`src/rtl/lcdt_pkg.sv`:
```
package lcdt_pkg;

  localparam int unsigned LCDT_MODES   = 3;
  localparam int unsigned LCDT_CPP_MAX = 3;

  typedef enum logic [1:0] {
    LCDT_WIDE565 = 2'd0,
    LCDT_BYTE565 = 2'd1,
    LCDT_BYTE888 = 2'd2,
    LCDT_REJECT  = 2'd3
  } lcdt_mode_e;

  // bus ticks spent on one pixel
  function automatic int unsigned lcdt_cpp(int unsigned m);
    return m + 1;
  endfunction

  // extra lead ticks covering the downstream byte packer
  function automatic int unsigned lcdt_cor(int unsigned m);
    case (m)
      0:       return 0;
      1:       return 3;
      default: return 5;
    endcase
  endfunction

endpackage

```
`src/rtl/lcdt_mode_cfg.sv`:
```
module lcdt_mode_cfg
  import lcdt_pkg::*;
#(
  parameter int unsigned H_ACTIVE = 320,
  parameter int unsigned H_TOTAL  = 336,
  parameter int unsigned H_SYNC   = 2,
  parameter int unsigned H_LEAD   = 7,
  parameter int unsigned V_SYNC   = 2,
  parameter int unsigned HCW      = 10
) (
  input  logic           clk,
  input  logic           rst_n,
  input  logic           enable,
  input  logic [1:0]     mode,
  output logic           cfg_ok,
  output logic [HCW-1:0] hs_end,
  output logic [HCW-1:0] vs_end,
  output logic [HCW-1:0] act_start,
  output logic [HCW-1:0] act_end,
  output logic [HCW-1:0] line_last
);

  logic [HCW-1:0] tbl_hs   [LCDT_MODES];
  logic [HCW-1:0] tbl_vs   [LCDT_MODES];
  logic [HCW-1:0] tbl_as   [LCDT_MODES];
  logic [HCW-1:0] tbl_ae   [LCDT_MODES];
  logic [HCW-1:0] tbl_last [LCDT_MODES];

  for (genvar m = 0; m < LCDT_MODES; m++) begin : g_mode
    localparam int unsigned CPP = lcdt_cpp(m);
    localparam int unsigned AS  = H_LEAD * CPP + lcdt_cor(m);
    assign tbl_hs[m]   = HCW'(H_SYNC * CPP);
    assign tbl_vs[m]   = HCW'(V_SYNC * CPP);
    assign tbl_as[m]   = HCW'(AS);
    assign tbl_ae[m]   = HCW'(AS + H_ACTIVE * CPP);
    assign tbl_last[m] = HCW'(H_TOTAL * CPP - 1);
  end

  always_ff @(posedge clk) begin
    if (!rst_n) begin
      cfg_ok    <= 1'b0;
      hs_end    <= '0;
      vs_end    <= '0;
      act_start <= '0;
      act_end   <= '0;
      line_last <= '0;
    end else if (!enable) begin
      if (mode != LCDT_REJECT) begin
        cfg_ok    <= 1'b1;
        hs_end    <= tbl_hs[mode];
        vs_end    <= tbl_vs[mode];
        act_start <= tbl_as[mode];
        act_end   <= tbl_ae[mode];
        line_last <= tbl_last[mode];
      end else begin
        cfg_ok <= 1'b0;
      end
    end
  end

endmodule

```
`src/rtl/lcdt_hcount.sv`:
```
module lcdt_hcount #(
  parameter int unsigned HCW = 10
) (
  input  logic           clk,
  input  logic           rst_n,
  input  logic           run_d,
  input  logic           run_q,
  input  logic [HCW-1:0] line_last,
  output logic [HCW-1:0] x_cnt,
  output logic           line_wrap
);

  assign line_wrap = run_q && (x_cnt == line_last);

  always_ff @(posedge clk) begin
    if (!rst_n || !run_d || !run_q) x_cnt <= '0;
    else if (line_wrap)             x_cnt <= '0;
    else                            x_cnt <= x_cnt + 1'b1;
  end

endmodule

```
`src/rtl/lcdt_vcount.sv`:
```
module lcdt_vcount #(
  parameter int unsigned V_TOTAL = 244,
  parameter int unsigned VCW     = 8
) (
  input  logic           clk,
  input  logic           rst_n,
  input  logic           run_d,
  input  logic           run_q,
  input  logic           line_wrap,
  output logic [VCW-1:0] y_cnt
);

  localparam logic [VCW-1:0] Y_LAST = VCW'(V_TOTAL - 1);

  always_ff @(posedge clk) begin
    if (!rst_n || !run_d || !run_q) y_cnt <= '0;
    else if (line_wrap) y_cnt <= (y_cnt == Y_LAST) ? '0 : y_cnt + 1'b1;
  end

endmodule

```
`src/rtl/lcdt_sync_gen.sv`:
```
module lcdt_sync_gen
  import lcdt_pkg::*;
#(
  parameter int unsigned H_ACTIVE = 320,
  parameter int unsigned H_TOTAL  = 336,
  parameter int unsigned H_SYNC   = 2,
  parameter int unsigned H_LEAD   = 7,
  parameter int unsigned V_ACTIVE = 240,
  parameter int unsigned V_BLANK  = 4,
  parameter int unsigned V_SYNC   = 2,
  localparam int unsigned V_TOTAL = V_ACTIVE + V_BLANK,
  localparam int unsigned HCW     = $clog2(H_TOTAL * LCDT_CPP_MAX),
  localparam int unsigned VCW     = $clog2(V_TOTAL)
) (
  input  logic           clk,
  input  logic           rst_n,
  input  logic           enable,
  input  logic [1:0]     mode,
  output logic           hsync_n,
  output logic           vsync_n,
  output logic           line_active,
  output logic           pix_beat,
  output logic [HCW-1:0] x_pos,
  output logic [VCW-1:0] y_pos
);

  localparam logic [VCW-1:0] Y_VIS = VCW'(V_ACTIVE);

  logic           cfg_ok;
  logic [HCW-1:0] hs_end, vs_end, act_start, act_end, line_last;
  logic           run_d, run_q, line_wrap;
  logic [HCW-1:0] x_cnt;
  logic [VCW-1:0] y_cnt;

  lcdt_mode_cfg #(
    .H_ACTIVE(H_ACTIVE), .H_TOTAL(H_TOTAL), .H_SYNC(H_SYNC),
    .H_LEAD(H_LEAD), .V_SYNC(V_SYNC), .HCW(HCW)
  ) u_cfg (
    .clk(clk), .rst_n(rst_n), .enable(enable), .mode(mode),
    .cfg_ok(cfg_ok), .hs_end(hs_end), .vs_end(vs_end),
    .act_start(act_start), .act_end(act_end), .line_last(line_last)
  );

  assign run_d = enable && cfg_ok;

  always_ff @(posedge clk) begin
    if (!rst_n) run_q <= 1'b0;
    else        run_q <= run_d;
  end

  lcdt_hcount #(.HCW(HCW)) u_h (
    .clk(clk), .rst_n(rst_n), .run_d(run_d), .run_q(run_q),
    .line_last(line_last), .x_cnt(x_cnt), .line_wrap(line_wrap)
  );

  lcdt_vcount #(.V_TOTAL(V_TOTAL), .VCW(VCW)) u_v (
    .clk(clk), .rst_n(rst_n), .run_d(run_d), .run_q(run_q),
    .line_wrap(line_wrap), .y_cnt(y_cnt)
  );

  logic in_win;
  assign in_win      = run_q && (x_cnt >= act_start) && (x_cnt < act_end);
  assign hsync_n     = !(run_q && (x_cnt < hs_end));
  assign vsync_n     = !(run_q && (y_cnt == '0) && (x_cnt < vs_end));
  assign line_active = in_win;
  assign pix_beat    = in_win && (y_cnt < Y_VIS);
  assign x_pos       = x_cnt;
  assign y_pos       = y_cnt;

endmodule

```
`config.mk`:
```
export PLATFORM = sky130hd
export DESIGN_NAME = lcdt_sync_gen
export DESIGN_NICKNAME = d
export VERILOG_FILES = /design/src/rtl/lcdt_pkg.sv /design/src/rtl/lcdt_mode_cfg.sv /design/src/rtl/lcdt_hcount.sv /design/src/rtl/lcdt_vcount.sv /design/src/rtl/lcdt_sync_gen.sv
export SDC_FILE = /design/constraint.sdc
export NUM_CORES = 1
export LEC_CHECK = 0
export ABC_AREA = 1
export BUFFER_PORTS_ARGS = -buffer_cell sky130_fd_sc_hd__buf_4
export CORE_ASPECT_RATIO = 0.6
export CORE_MARGIN = 2
export CORE_UTILIZATION = 25
export DETAILED_ROUTE_END_ITERATION = 10
export MAX_ROUTING_LAYER = met4
export PLACE_DENSITY = 0.44
export SKIP_LAST_GASP = 1
export SLEW_MARGIN = 20
export SYNTH_ARGS = -nofsm -noshare
export SYNTH_HDL_FRONTEND = slang
export SYNTH_SLANG_ARGS = --single-unit
```
`constraint.sdc`:
```
create_clock -name clk -period 2.08 [get_ports clk]
set_input_delay 0.208 -clock clk [delete_from_list [all_inputs] [get_ports clk]]
set_output_delay 0.208 -clock clk [all_outputs]
set_load 0.01 [all_outputs]
```
==> impl_metrics.py <==
metrics = {
    "status": {
        "status": "finished clean",
    },
    "critical_path": {
        "required_ns": 1.87,
        "end_kind": "output port",
        "path_max_fanout": 5,
        "arrival_ns": 1.75,
        "critPathLaunchType": "flip-flop",
        "crit_slowest_cell": "dfxtp_1",
        "criticalPathCategory": "flip-flop to output port",
        "slowest_delay_ns": 0.33,
        "path_cells": "inv_2 -> ha_1 -> a211o_1 -> nor2_1 -> nand3_2 -> nor2_2 -> buf_4",
    },
    "cts": {
        "path_clk_slew_ns": 0.10,
        "cts_tree": "yes",
        "insertion_delay_ns": 0.27,
        "post_cts_buffers": 0,
        "clockBufferDepth": 2,
        "clkSinkCount": 27,
        "numCtsBuffers": 3,
        "h-tree-depth": 1,
        "clock-root-buffer": "clkbuf_8",
    },
    "power": {
        "ir_worst_vdd_v": 0.000239,
        "p_leak_uw": 0.000905,
        "power_density_mw_per_mm2": 459,
    },
    "timing": {
        "finalClockSkew_ns": 0.00308,
        "tightest_slew_ns": 0.387,
        "min_period_ns": 1.96,
        "slew_violations": 0,
        "finalSetupViolations": 0,
        "timing.final.hold_violations": 0,
        "fmax_mhz": 511,
        "fin_setup_tns_ns": 0,
        "rsz0062_at_grt": "false",
        "relSlewSlack_pct": 74.1,
        "period_share_pct": 94.1,
    },
    "synth": {
        "synth.area.top_cells": "dfxtp_1 32%, ha_1 13%, nand2_1 11%",
        "synth_warnings": 0,
        "synth_area_leader_cell": "dfxtp_1",
        "ys_types": 30,
        "syn_area_per_cell_um2": 7.06,
        "synth_area_mm2": 0.00168,
        "synthCells": 238,
        "ys_seq_area_share_pct": 32.2,
        "synth_top_area_share_pct": 32.2,
        "ys_seq_elements": 27,
        "syn_nets": 261,
    },
    "floorplan": {
        "die_area_mm2": 0.00741,
        "start_util_pct": 25.5,
        "chipHeight_um": 67.5,
        "num_rows": 23,
        "core_area_mm2": 0.00659,
        "die_x_um": 110,
        "io_pins": 27,
    },
    "routing": {
        "drt_iter0_drc": 66,
        "viasPerCell": 4.31,
        "dr.pass1.iters": 4,
        "wl_um": 4240,
        "vias": 1524,
        "drt-wirelength-per-cell_um": 12.0,
        "drc": 0,
        "postRouteAntennaNets": 0,
    },
    "grt": {
        "grt_overflow": 0,
        "groute.usage.overall_pct": 13.1,
        "antenna_found_initial": 0,
        "grt_start_max_net_pins": 15,
        "grt_pass1_vias": 1371,
        "grt_pass1_wl_um": 7100,
    },
    "cells_and_area": {
        "seq_area_um2": 556,
        "diodes": 0,
        "fin_nets": 291,
        "area_growth_pct": 22.4,
        "post-route-util_pct": 31.2,
        "multi_input_area_mm2": 0.00101,
        "nFillCells": 732,
        "drive_gt1_share_pct": 19.9,
    },
    "placed_design": {
        "io_buffers": 26,
        "dp_hpwl_um": 3430,
        "place.gp.congestion": 0.851,
    },
    "hold_path": {
        "hold_class": "primary input to flip-flop",
    },
    "flow_run": {
        "drv_cap": 0,
    },
}
critical path, delay by kind of cell (launching register included):
| family | cells | cell delay [ns] |
|---|---|---|
| adders and majority gates | 1 | 0.29 |
| AOI/OAI and AO/OA | 1 | 0.30 |
| and+or+nand+nor | 3 | 0.37 |
| DFF | 1 | 0.33 |
| buffers and inverters | 2 | 0.18 |
metal layers:
metal  vias up  GRT usage (%)  routed length, µm
met5         -              -                  0
met4         0           2.37                 37
met3         4           2.99                137
met2        21           15.5               1390
met1       674           21.4               2680
li1        825              -                  -
power by group:
part / total (µW) / internal [µW] / switching [µW]
logic: 106 / 37.9 / 67.7
registers: 530 / 525 / 5.59
clock network: 308 / 137 / 171
registers in the layout, indices dropped and copies added, names as in the netlist:
name / count
u_cfg.line_last: 5
u_v.y_cnt: 8
run_q: 1
u_cfg.act_end: 2
u_h.x_cnt: 10
u_cfg.cfg_ok: 1
logic make-up (layout without fill, tap and decap cells):
kind of cell,count (synthesis),in the layout,share of synthesized area (%)
xor gates and xnor gates,5,5,2.61
buffers and inverters,38,67,9.17
and+or+nand+nor,120,120,32.4
adders and majority gates,18,18,13.4
DFF,27,27,32.2
AOI/OAI and AO/OA,30,30,10.2
final timing paths:
check | cells after the start | end | slack (ns) | start
min reg2reg | 2 | u_cfg.act_end[2]$_SDFFE_PN0P_ | 0.47 | u_cfg.act_end[2]$_SDFFE_PN0P_
max reg2reg | 11 | u_v.y_cnt[2]$_SDFFE_PP0P_ | 0.42 | u_cfg.line_last[7]$_SDFFE_PN0P_
min | 2 | u_cfg.act_end[0]$_SDFFE_PN0P_ | 0.14 | mode[1]
max | 7 | pix_beat | 0.12 | u_cfg.line_last[7]$_SDFFE_PN0P_
synth_stat cells:
library cell / number
a21oi_1: 12
nor2_2: 1
nor2_1: 35
o21ai_0: 11
xor2_1: 3
nand3b_1: 1
nand4_1: 7
dfxtp_1: 27
buf_6: 1
a22oi_2: 1
o21bai_1: 2
o21ai_2: 1
nand3_4: 1
inv_2: 1
ha_1: 18
nor2_4: 1
xnor2_1: 2
nor3_1: 3
a31oi_1: 1
nor4_1: 1
a211o_1: 1
nor3b_1: 1
nand2_4: 2
buf_4: 1
inv_1: 35
or3_1: 1
nand2_1: 50
or2_2: 1
o21ai_1: 1
nand3_1: 15
final cells by class:
class,count,area share (%)
clock buffer,4,2.19
inverter,36,6.57
multi-input combinational,173,49.1
sequential,27,27.0
tap,87,5.30
timing repair buffer,27,9.86
layout by cell type (no fill, tap or decap), types with 2 or more instances in the layout:
master,synthesis,layout
a21oi_1,12,11
buf_4,1,27
clkbuf_8,0,3
dfxtp_1,27,19
dfxtp_2,0,6
dfxtp_4,0,2
ha_1,18,17
inv_1,35,33
inv_2,1,3
nand2_1,50,50
nand2_4,2,2
nand3_1,15,14
nand4_1,7,7
nor2_1,35,34
nor2_2,1,2
nor3_1,3,3
o21ai_0,11,11
o21bai_1,2,2
xnor2_1,2,2
xor2_1,3,3
through the flow:
step / setup WS (ns) / instances / instance area [µm²] / hold slack (ns) / total power (µW)
2_1_floorplan: 0.502 / 238 / 1680 / 0.297 / 616
3_3_place_gp: 0.270 / 350 / 1970 / 0.439 / 648
3_5_place_dp: 0.262 / 350 / 1970 / 0.433 / 647
4_1_cts: 0.0259 / 354 / 2020 / 0.137 / 956
5_1_grt: 0.0127 / 354 / 2060 / 0.155 / 998
6_report: 0.123 / 354 / 2060 / 0.141 / 944
what timing repair did:
action	in CTS	in global routing
pin swaps	0	2
hold buffers	0	0
setup endpoints to repair	2	3
hold endpoints to repair	0	0
resized for setup	2	14
(Power assumes the default switching activity.)
